**src/rtl/rtw_pkg.sv**
```systemverilog
package rtw_pkg;

    localparam int N_CH = 3;

    typedef enum logic [1:0] {
        CH_HOST   = 2'd0,
        CH_CARD_A = 2'd1,
        CH_CARD_B = 2'd2
    } chan_e;

    localparam int         EN_HOST_BIT = 7;
    localparam int         EN_CARD_BIT = 6;
    localparam logic [7:0] WORD_RESET  = 8'hC0;

    // status word bit that holds the expiration flag of a channel
    function automatic int flag_pos(input int ch);
        return 2 * ch + 1;
    endfunction

endpackage

```
**src/rtl/retry_tmr.sv**
```systemverilog
module retry_tmr #(
    parameter int LIMIT = 32768
) (
    input  logic clk,
    input  logic rst_n,
    input  logic enable,
    input  logic retry_pls,
    input  logic back_pls,
    output logic expire_pls
);
    localparam int CNT_W = $clog2(LIMIT + 1);
    localparam logic [CNT_W-1:0] CNT_MAX = CNT_W'(LIMIT);

    typedef struct packed {
        logic             run;
        logic [CNT_W-1:0] cnt;
    } tmr_s;

    tmr_s s_d, s_q;
    logic hit_limit;

    always_comb begin
        s_d        = s_q;
        hit_limit  = s_q.run && (s_q.cnt == CNT_MAX);
        expire_pls = enable && hit_limit && !back_pls;
        if (!enable) begin
            s_d.run = 1'b0;
            s_d.cnt = '0;
        end else if (retry_pls) begin
            s_d.run = 1'b1;
            s_d.cnt = CNT_W'(1);
        end else if (back_pls) begin
            s_d.run = 1'b0;
            s_d.cnt = '0;
        end else if (s_q.run) begin
            if (hit_limit) begin
                s_d.run = 1'b0;          // saturate, episode done
            end else begin
                s_d.cnt = s_q.cnt + CNT_W'(1);
            end
        end
    end

    always_ff @(posedge clk or negedge rst_n) begin
        if (!rst_n) s_q <= '0;
        else        s_q <= s_d;
    end

    a_r9_cnt_bounded: assert property (@(posedge clk) disable iff (!rst_n)
        s_q.cnt <= CNT_MAX);
    a_r7_disabled_idle: assert property (@(posedge clk) disable iff (!rst_n)
        !enable |=> (s_q.cnt == '0 && !s_q.run));
    a_r9_single_expiry: assert property (@(posedge clk) disable iff (!rst_n)
        (expire_pls && !retry_pls) |=> !expire_pls);
    a_r3_return_clears: assert property (@(posedge clk) disable iff (!rst_n)
        (enable && back_pls && !retry_pls) |=> (s_q.cnt == '0));

endmodule

```
**src/rtl/retry_stat_reg.sv**
```systemverilog
module retry_stat_reg
    import rtw_pkg::*;
(
    input  logic            clk,
    input  logic            rst_n,
    input  logic            wr_hit,
    input  logic [7:0]      wdata,
    input  logic [N_CH-1:0] set_flags,
    output logic            en_host,
    output logic            en_card,
    output logic [7:0]      rd_word
);
    typedef struct packed {
        logic            en_h;
        logic            en_c;
        logic [N_CH-1:0] flags;
    } stat_s;

    stat_s r_d, r_q;
    logic [N_CH-1:0] clr_mask;

    always_comb begin
        for (int ch = 0; ch < N_CH; ch++) begin
            clr_mask[ch] = wr_hit && wdata[flag_pos(ch)];
        end
        r_d = r_q;
        if (wr_hit) begin
            r_d.en_h = wdata[EN_HOST_BIT];
            r_d.en_c = wdata[EN_CARD_BIT];
        end
        // hardware set overrides a same-cycle clear
        r_d.flags = (r_q.flags & ~clr_mask) | set_flags;
    end

    always_ff @(posedge clk or negedge rst_n) begin
        if (!rst_n) begin
            r_q.en_h  <= WORD_RESET[EN_HOST_BIT];
            r_q.en_c  <= WORD_RESET[EN_CARD_BIT];
            r_q.flags <= '0;
        end else begin
            r_q <= r_d;
        end
    end

    always_comb begin
        rd_word              = '0;
        rd_word[EN_HOST_BIT] = r_q.en_h;
        rd_word[EN_CARD_BIT] = r_q.en_c;
        for (int ch = 0; ch < N_CH; ch++) begin
            rd_word[flag_pos(ch)] = r_q.flags[ch];
        end
    end

    assign en_host = r_q.en_h;
    assign en_card = r_q.en_c;

    a_r8_set_wins: assert property (@(posedge clk) disable iff (!rst_n)
        (set_flags != '0) |=> ((r_q.flags & $past(set_flags)) == $past(set_flags)));
    a_r5_flag_sticky: assert property (@(posedge clk) disable iff (!rst_n)
        1'b1 |=> ((r_q.flags & $past(r_q.flags & ~clr_mask)) == $past(r_q.flags & ~clr_mask)));
    a_r6_rsvd_zero: assert property (@(posedge clk) disable iff (!rst_n)
        (rd_word & 8'h15) == 8'h00);

endmodule

```
**src/rtl/retry_watch_top.sv**
```systemverilog
module retry_watch_top
    import rtw_pkg::*;
#(
    parameter int         TIMEOUT_CYC = 32768,
    parameter logic [7:0] REG_OFFSET  = 8'h90
) (
    input  logic            clk,
    input  logic            rst_n,
    input  logic [N_CH-1:0] retry_issued,
    input  logic [N_CH-1:0] master_back,
    input  logic            reg_sel,
    input  logic            reg_wr,
    input  logic [7:0]      reg_addr,
    input  logic [7:0]      reg_wdata,
    output logic [7:0]      reg_rdata
);
    logic            acc_hit;
    logic            wr_hit;
    logic            en_host;
    logic            en_card;
    logic [7:0]      word;
    logic [N_CH-1:0] ch_en;
    logic [N_CH-1:0] expire;

    assign acc_hit   = reg_sel && (reg_addr == REG_OFFSET);
    assign wr_hit    = acc_hit && reg_wr;
    assign reg_rdata = acc_hit ? word : 8'h00;

    for (genvar g = 0; g < N_CH; g++) begin : g_chan
        if (g == int'(CH_HOST)) begin : g_host_en
            assign ch_en[g] = en_host;
        end else begin : g_card_en
            assign ch_en[g] = en_card;
        end

        retry_tmr #(
            .LIMIT(TIMEOUT_CYC)
        ) i_tmr (
            .clk       (clk),
            .rst_n     (rst_n),
            .enable    (ch_en[g]),
            .retry_pls (retry_issued[g]),
            .back_pls  (master_back[g]),
            .expire_pls(expire[g])
        );
    end

    retry_stat_reg i_reg (
        .clk      (clk),
        .rst_n    (rst_n),
        .wr_hit   (wr_hit),
        .wdata    (reg_wdata),
        .set_flags(expire),
        .en_host  (en_host),
        .en_card  (en_card),
        .rd_word  (word)
    );

    a_r10_miss_reads_zero: assert property (@(posedge clk) disable iff (!rst_n)
        (reg_sel && reg_addr != REG_OFFSET) |-> (reg_rdata == 8'h00));
    a_r7_no_expiry_when_off: assert property (@(posedge clk) disable iff (!rst_n)
        (expire & ~ch_en) == '0);

endmodule

```
**config.mk**
```make
export PLATFORM = sky130hd
export DESIGN_NAME = retry_watch_top
export DESIGN_NICKNAME = d
export VERILOG_FILES = /design/src/rtl/rtw_pkg.sv /design/src/rtl/retry_tmr.sv /design/src/rtl/retry_stat_reg.sv /design/src/rtl/retry_watch_top.sv
export SDC_FILE = /design/constraint.sdc
export NUM_CORES = 1
export LEC_CHECK = 0
export BUFFER_PORTS_ARGS = -buffer_cell sky130_fd_sc_hd__clkbuf_2
export CAP_MARGIN = 10
export CORE_MARGIN = 2
export CORE_UTILIZATION = 55
export CTS_CLUSTER_SIZE = 25
export DETAILED_ROUTE_END_ITERATION = 8
export GPL_TIMING_DRIVEN = 0
export PLACE_DENSITY = 0.76
export SYNTH_ARGS = -nofsm -noshare
export SYNTH_HDL_FRONTEND = slang
export SYNTH_SLANG_ARGS = --single-unit
```
**constraint.sdc**
```tcl
create_clock -name clk -period 3.29 [get_ports clk]
set_clock_uncertainty 0.15 [all_clocks]
set_input_delay 0.987 -clock clk [delete_from_list [all_inputs] [get_ports clk]]
set_output_delay 0.987 -clock clk [all_outputs]
set_load 0.01 [all_outputs]
```
Word level (Yosys, flattened, before mapping)

Cells that the tools add are included.

$add $sub $neg: 3
Equality and inequality tests: 10
Multiplexer cells: 19
Bitwise gates (word level): 3
Reduce and logical (&&, ||, !) cells: 20

Operator list:

| kind                    | count |
|---|---|
| $mux W17                | 12 |
| $add A16 B1 Y16 const B | 3 |
| $eq A16 B16 Y1 const B  | 3 |
| $mux W16                | 3 |
| $ne A4 B4 Y1 const B    | 6 |
| $logic_and A1 B1 Y1     | 14 |
| $eq A8 B8 Y1 const B    | 1 |
| $mux W8                 | 1 |
| $reduce_and A2 Y1       | 3 |
| $and A3 B3 Y3           | 1 |
| $logic_not A1 Y1        | 3 |
| $mux W1                 | 3 |
| $not A3 Y3              | 1 |
| $or A3 B3 Y3            | 1 |

Bits in registers: 56
Output and inout port bits: 8

Logic depth before layout (Yosys ltp)

Depth after elaboration: 7
Mapped depth: 8
Mapped depth without buffers: 6

Hierarchy

Synthesis repeated with hierarchy kept, for this count alone.

Cell total of the unflattened synthesis: 345
Area total of the unflattened synthesis: 3,482.1 um2

Modules (own cells, without submodules):

| module          | instances | cells each | area an instance (um2) | seq. area each (um2) |
|---|---|---|---|---|
| retry_tmr       | 3         | 101        | 1,033.5                | 425.4 |
| retry_stat_reg  | 1         | 19         | 225.2                  | 127.6 |
| retry_watch_top | 1         | 23         | 156.4                  | 0.0 |

Worst setup path after synthesis

Ideal clock, no wire load.

Kind: input-to-output
Start: input reg_addr[5]
End: output reg_rdata[1]
Arrival time: 1.805 ns
Data required time: 2.153 ns
Setup slack: 0.348 ns
Stages: 4
Path through: nor4bb_1 and4_1 clkbuf_1 and2_1

Longest elaborated chain between the ends: 3

Ends and longest elaborated chain:

| element             | line                  | source |
|---|---|---|
| start: declaration  | retry_watch_top.sv:13 | `input logic [7:0] reg_addr,` |
| $eq A8 B8 Y1        | retry_watch_top.sv:25 | `assign acc_hit = reg_sel && (reg_addr == REG_OFFSET);` |
| $logic_and A1 B1 Y1 | retry_watch_top.sv:25 |  |
| $mux W8             | retry_watch_top.sv:27 | `assign reg_rdata = acc_hit ? word : 8'h00;` |
| end: declaration    | retry_watch_top.sv:15 | `output logic [7:0] reg_rdata` |

Every way passes these cells.

Worst setup path in the final report

Start: input reg_addr[5]
End: output reg_rdata[6]

Same word-level chain as after synthesis.

==> key figures <==
Worst setup path
  • CP startpoint kind: primary input
  • Crit path max fanout: 9
  • Required @ worst endpoint: 2150 ps
  • Crit end category: output port
  • CP arrival: 2020 ps
  • Crit path kind: primary input to output port

Die
  • Die width: 79.73 um
  • Starting density of the core: 0.5728
  • IO Count: 34
  • Area of the core: 5507 um^2
  • Cell Rows: 27
  • Die Y: 79.73 um
  • Die area: 6357 um^2

Routing
  • Final wirelength: 6615 um
  • Drt wl/cell: 14.87 um
  • First DRT Iteration DRCs: 128
  • Via count: 2729
  • Final ANT Viol Nets: 0
  • # DRC: 0
  • Via density: 6.133
  • Drt pass-1 iters: 4

Logic synthesis
  • Netlist Area Pre-Place: 3154 um^2
  • Cell taking the most area after synthesis: dfrtp_1
  • Top cells by area, synth: dfrtp_1, nand3_1, a21oi_1
  • Synth Flop Type: dfrtp_1
  • Combinational family with the most area after synthesis: simple AND/OR/NAND/NOR gates
  • Fraction of registers with async set/reset: 1.000
  • Post-Syn Area per Cell: 9.360 um^2
  • Simple-gate share of the synthesized area: 0.3003
  • Synth cell types: 51
  • Post-synth EDFFs: 0
  • Cells after Synth: 337
  • Top-area cell type share of the netlist area: 0.4284
  • Adder-Cell Fraction of Synth Area: 0.02380
  • Synth Area in Compound Gates: 0.1218
  • Post-synthesis register bit count: 56
  • Proportion of synthesized area in mux cells: 0.02063
  • Sequential share of the synthesized area: 0.4451
  • Post-synthesis xor/xnor area fraction: 0.04720
  • Syn. warnings: 0

Clock tree
  • CTS max path bufs: 2
  • Clock transition at path regs: 100 ps
  • TritonCTS clock tree: built
  • CTS buffer count: 5
  • Sink Count: 56
  • H-tree depth: 2
  • Root buffer cell: clkbuf_8
  • Worst-Skew Late Latency: 320 ps

Timing
  • Final worst slack: 134.9 ps
  • Fmax: 0.3170 GHz
  • Worst-Margin Slew: 750.6 ps
  • Hold Slack: 348.8 ps
  • RSZ-0062 raised after global routing: no
  • Fin crit period: 3155 ps
  • Final Max Slew Viols: 0
  • Relative slew margins: 0.4996
  • Fin crit share: 0.9590
  • Final setup vio count: 0
  • Final hold vios: 0

Finish
  • P&R area growth vs syn: 10.43%
  • Share of cells above drive strength 1: 0.1340
  • Post-Layout Cell Count: 445
  • Final #Nets: 404
  • N_diodes: 0

Placed design
  • Dpl ws: -67.07 ps
  • Placed insts: 438
  • Post-DP HPWL: 4817 um
  • Port-buffer cells: 27
  • Final RePlAce weighted congestion: 0.8923

Global routing
  • GRT Residual Overflow: 0
  • Number of global-route vias before repair: 2593
  • First-pass GRT wire length: 11860 um
  • Gr usage total: 0.2361
  • Antenna violations before repair: 0
  • Largest net degree at the start of global routing: 57

Power
  • Maximum vdd ir drop: 0.2564 mV
  • Lkg Pwr: 1.323 nW
  • Total power: 1.139 mW
  • Total power per unit cell area: 327.0 nW/um^2

Run
  • Max-cap check violation count: 0

Outcome
  • Run status: complete, no violations

Hold path
  • Hold Crit Class: register to register
[synth_stat cells, drive strengths merged, types with 9 or more instances]
cell / instances
a21oi: 23
clkbuf: 9
dfrtp: 54
inv: 16
nand2: 15
nand3: 25
nand4: 17
nor2: 29
o21ai: 12
or3: 11
or4: 11
xnor2: 10
[cells in the final DEF (no fill, tap or decap), drive strengths merged, types with 8 or more instances in the layout]
cell type	instances
or4	11
o21ai	12
nand2	15
a21oi	23
dfrtp	54
nand4	17
nor2	29
and2	8
xnor2	10
or3	11
clkbuf	40
inv	17
nand3	25
[final cells by class]
cell class              instances  area, um^2
plain buffers                  13       62.56
clock buffers                   5       68.82
clock inverters                 3       27.53
fillers                       451        2023
inverters                      16       60.06
multi-input cells             253        1633
flip-flops and latches         56        1404
well taps                      72       90.09
repair buffers                 27       137.6
[sequential cells by signal, indices dropped and copies added (netlist names)]
name,flops
i_reg.en_host,1
i_reg.en_card,1
i_reg.rd_word,3
g_chan.i_tmr.s_q,51
[critical path, stage by stage]
cell and delay, ps:
clkbuf_2 80, nor4bb_1 270, and4_2 380, and2_1 170
clkbuf_2 130
[final timing paths]
kind / startpoint / slack (ps) / cells after the start / end
worst max-delay path: reg_addr[5] / 130 / 5 / reg_rdata[6]
worst max register to register: g_chan[0].i_tmr.s_q[0]$_DFFE_PN0P_ / 880 / 6 / g_chan[0].i_tmr.s_q[4]$_DFFE_PN0P_
max in group asynchronous: rst_n / 1900 / 1 / g_chan[0].i_tmr.s_q[11]$_DFFE_PN0P_
worst min-delay path: i_reg.rd_word[3]$_DFF_PN0_ / 350 / 1 / i_reg.rd_word[3]$_DFF_PN0_
min in group asynchronous: rst_n / 590 / 1 / g_chan[0].i_tmr.s_q[16]$_DFF_PN0_
worst min register to register: i_reg.rd_word[3]$_DFF_PN0_ / 350 / 1 / i_reg.rd_word[3]$_DFF_PN0_
[through the flow]
stage	area (um^2)	setup TNS, ps	utilization
2_1_floorplan	3162	0	-
3_3_place_gp	3387	0	0.6151
3_5_place_dp	3390	-274.5	0.6155
4_1_cts	3482	0	0.6324
5_1_grt	3483	0	0.6326
6_report	3483	0	0.6326
[report_power, final]
part	switching (mW)	internal, mW	leakage (nW)	total [mW]
sequential	0.00297	0.690	0.775	0.693
combinational	0.0288	0.0175	0.501	0.0463
clock	0.243	0.157	0.0463	0.400
total	0.275	0.865	1.32	1.14
[cell families (layout without fill, tap and decap cells)]
kind of cell / count (synthesis) / in the layout
adder cells (fa/ha/maj): 6 / 6
AO/OA/AOI/OAI: 59 / 59
other: 1 / 3
buffers and inverters: 30 / 64
multiplexers: 6 / 6
flip-flops: 56 / 56
XOR/XNOR: 17 / 17
AND/OR/NAND/NOR: 162 / 162
[metal layers]
layer  routed length (um)  global-route usage  vias to the layer above
met5                    0                   0                        -
met4                   77             0.07627                        0
met3                  320             0.04525                        8
met2                 3180              0.3857                       78
met1                 3036              0.3178                     1325
li1                     -                   -                     1318
[what timing repair did]
action	CTS	global route
cloned	0	0
setup buffers	0	0
resized for setup	0	1
setup endpoints to repair	5	5
hold buffers	0	0
(Power assumes the default switching activity.)
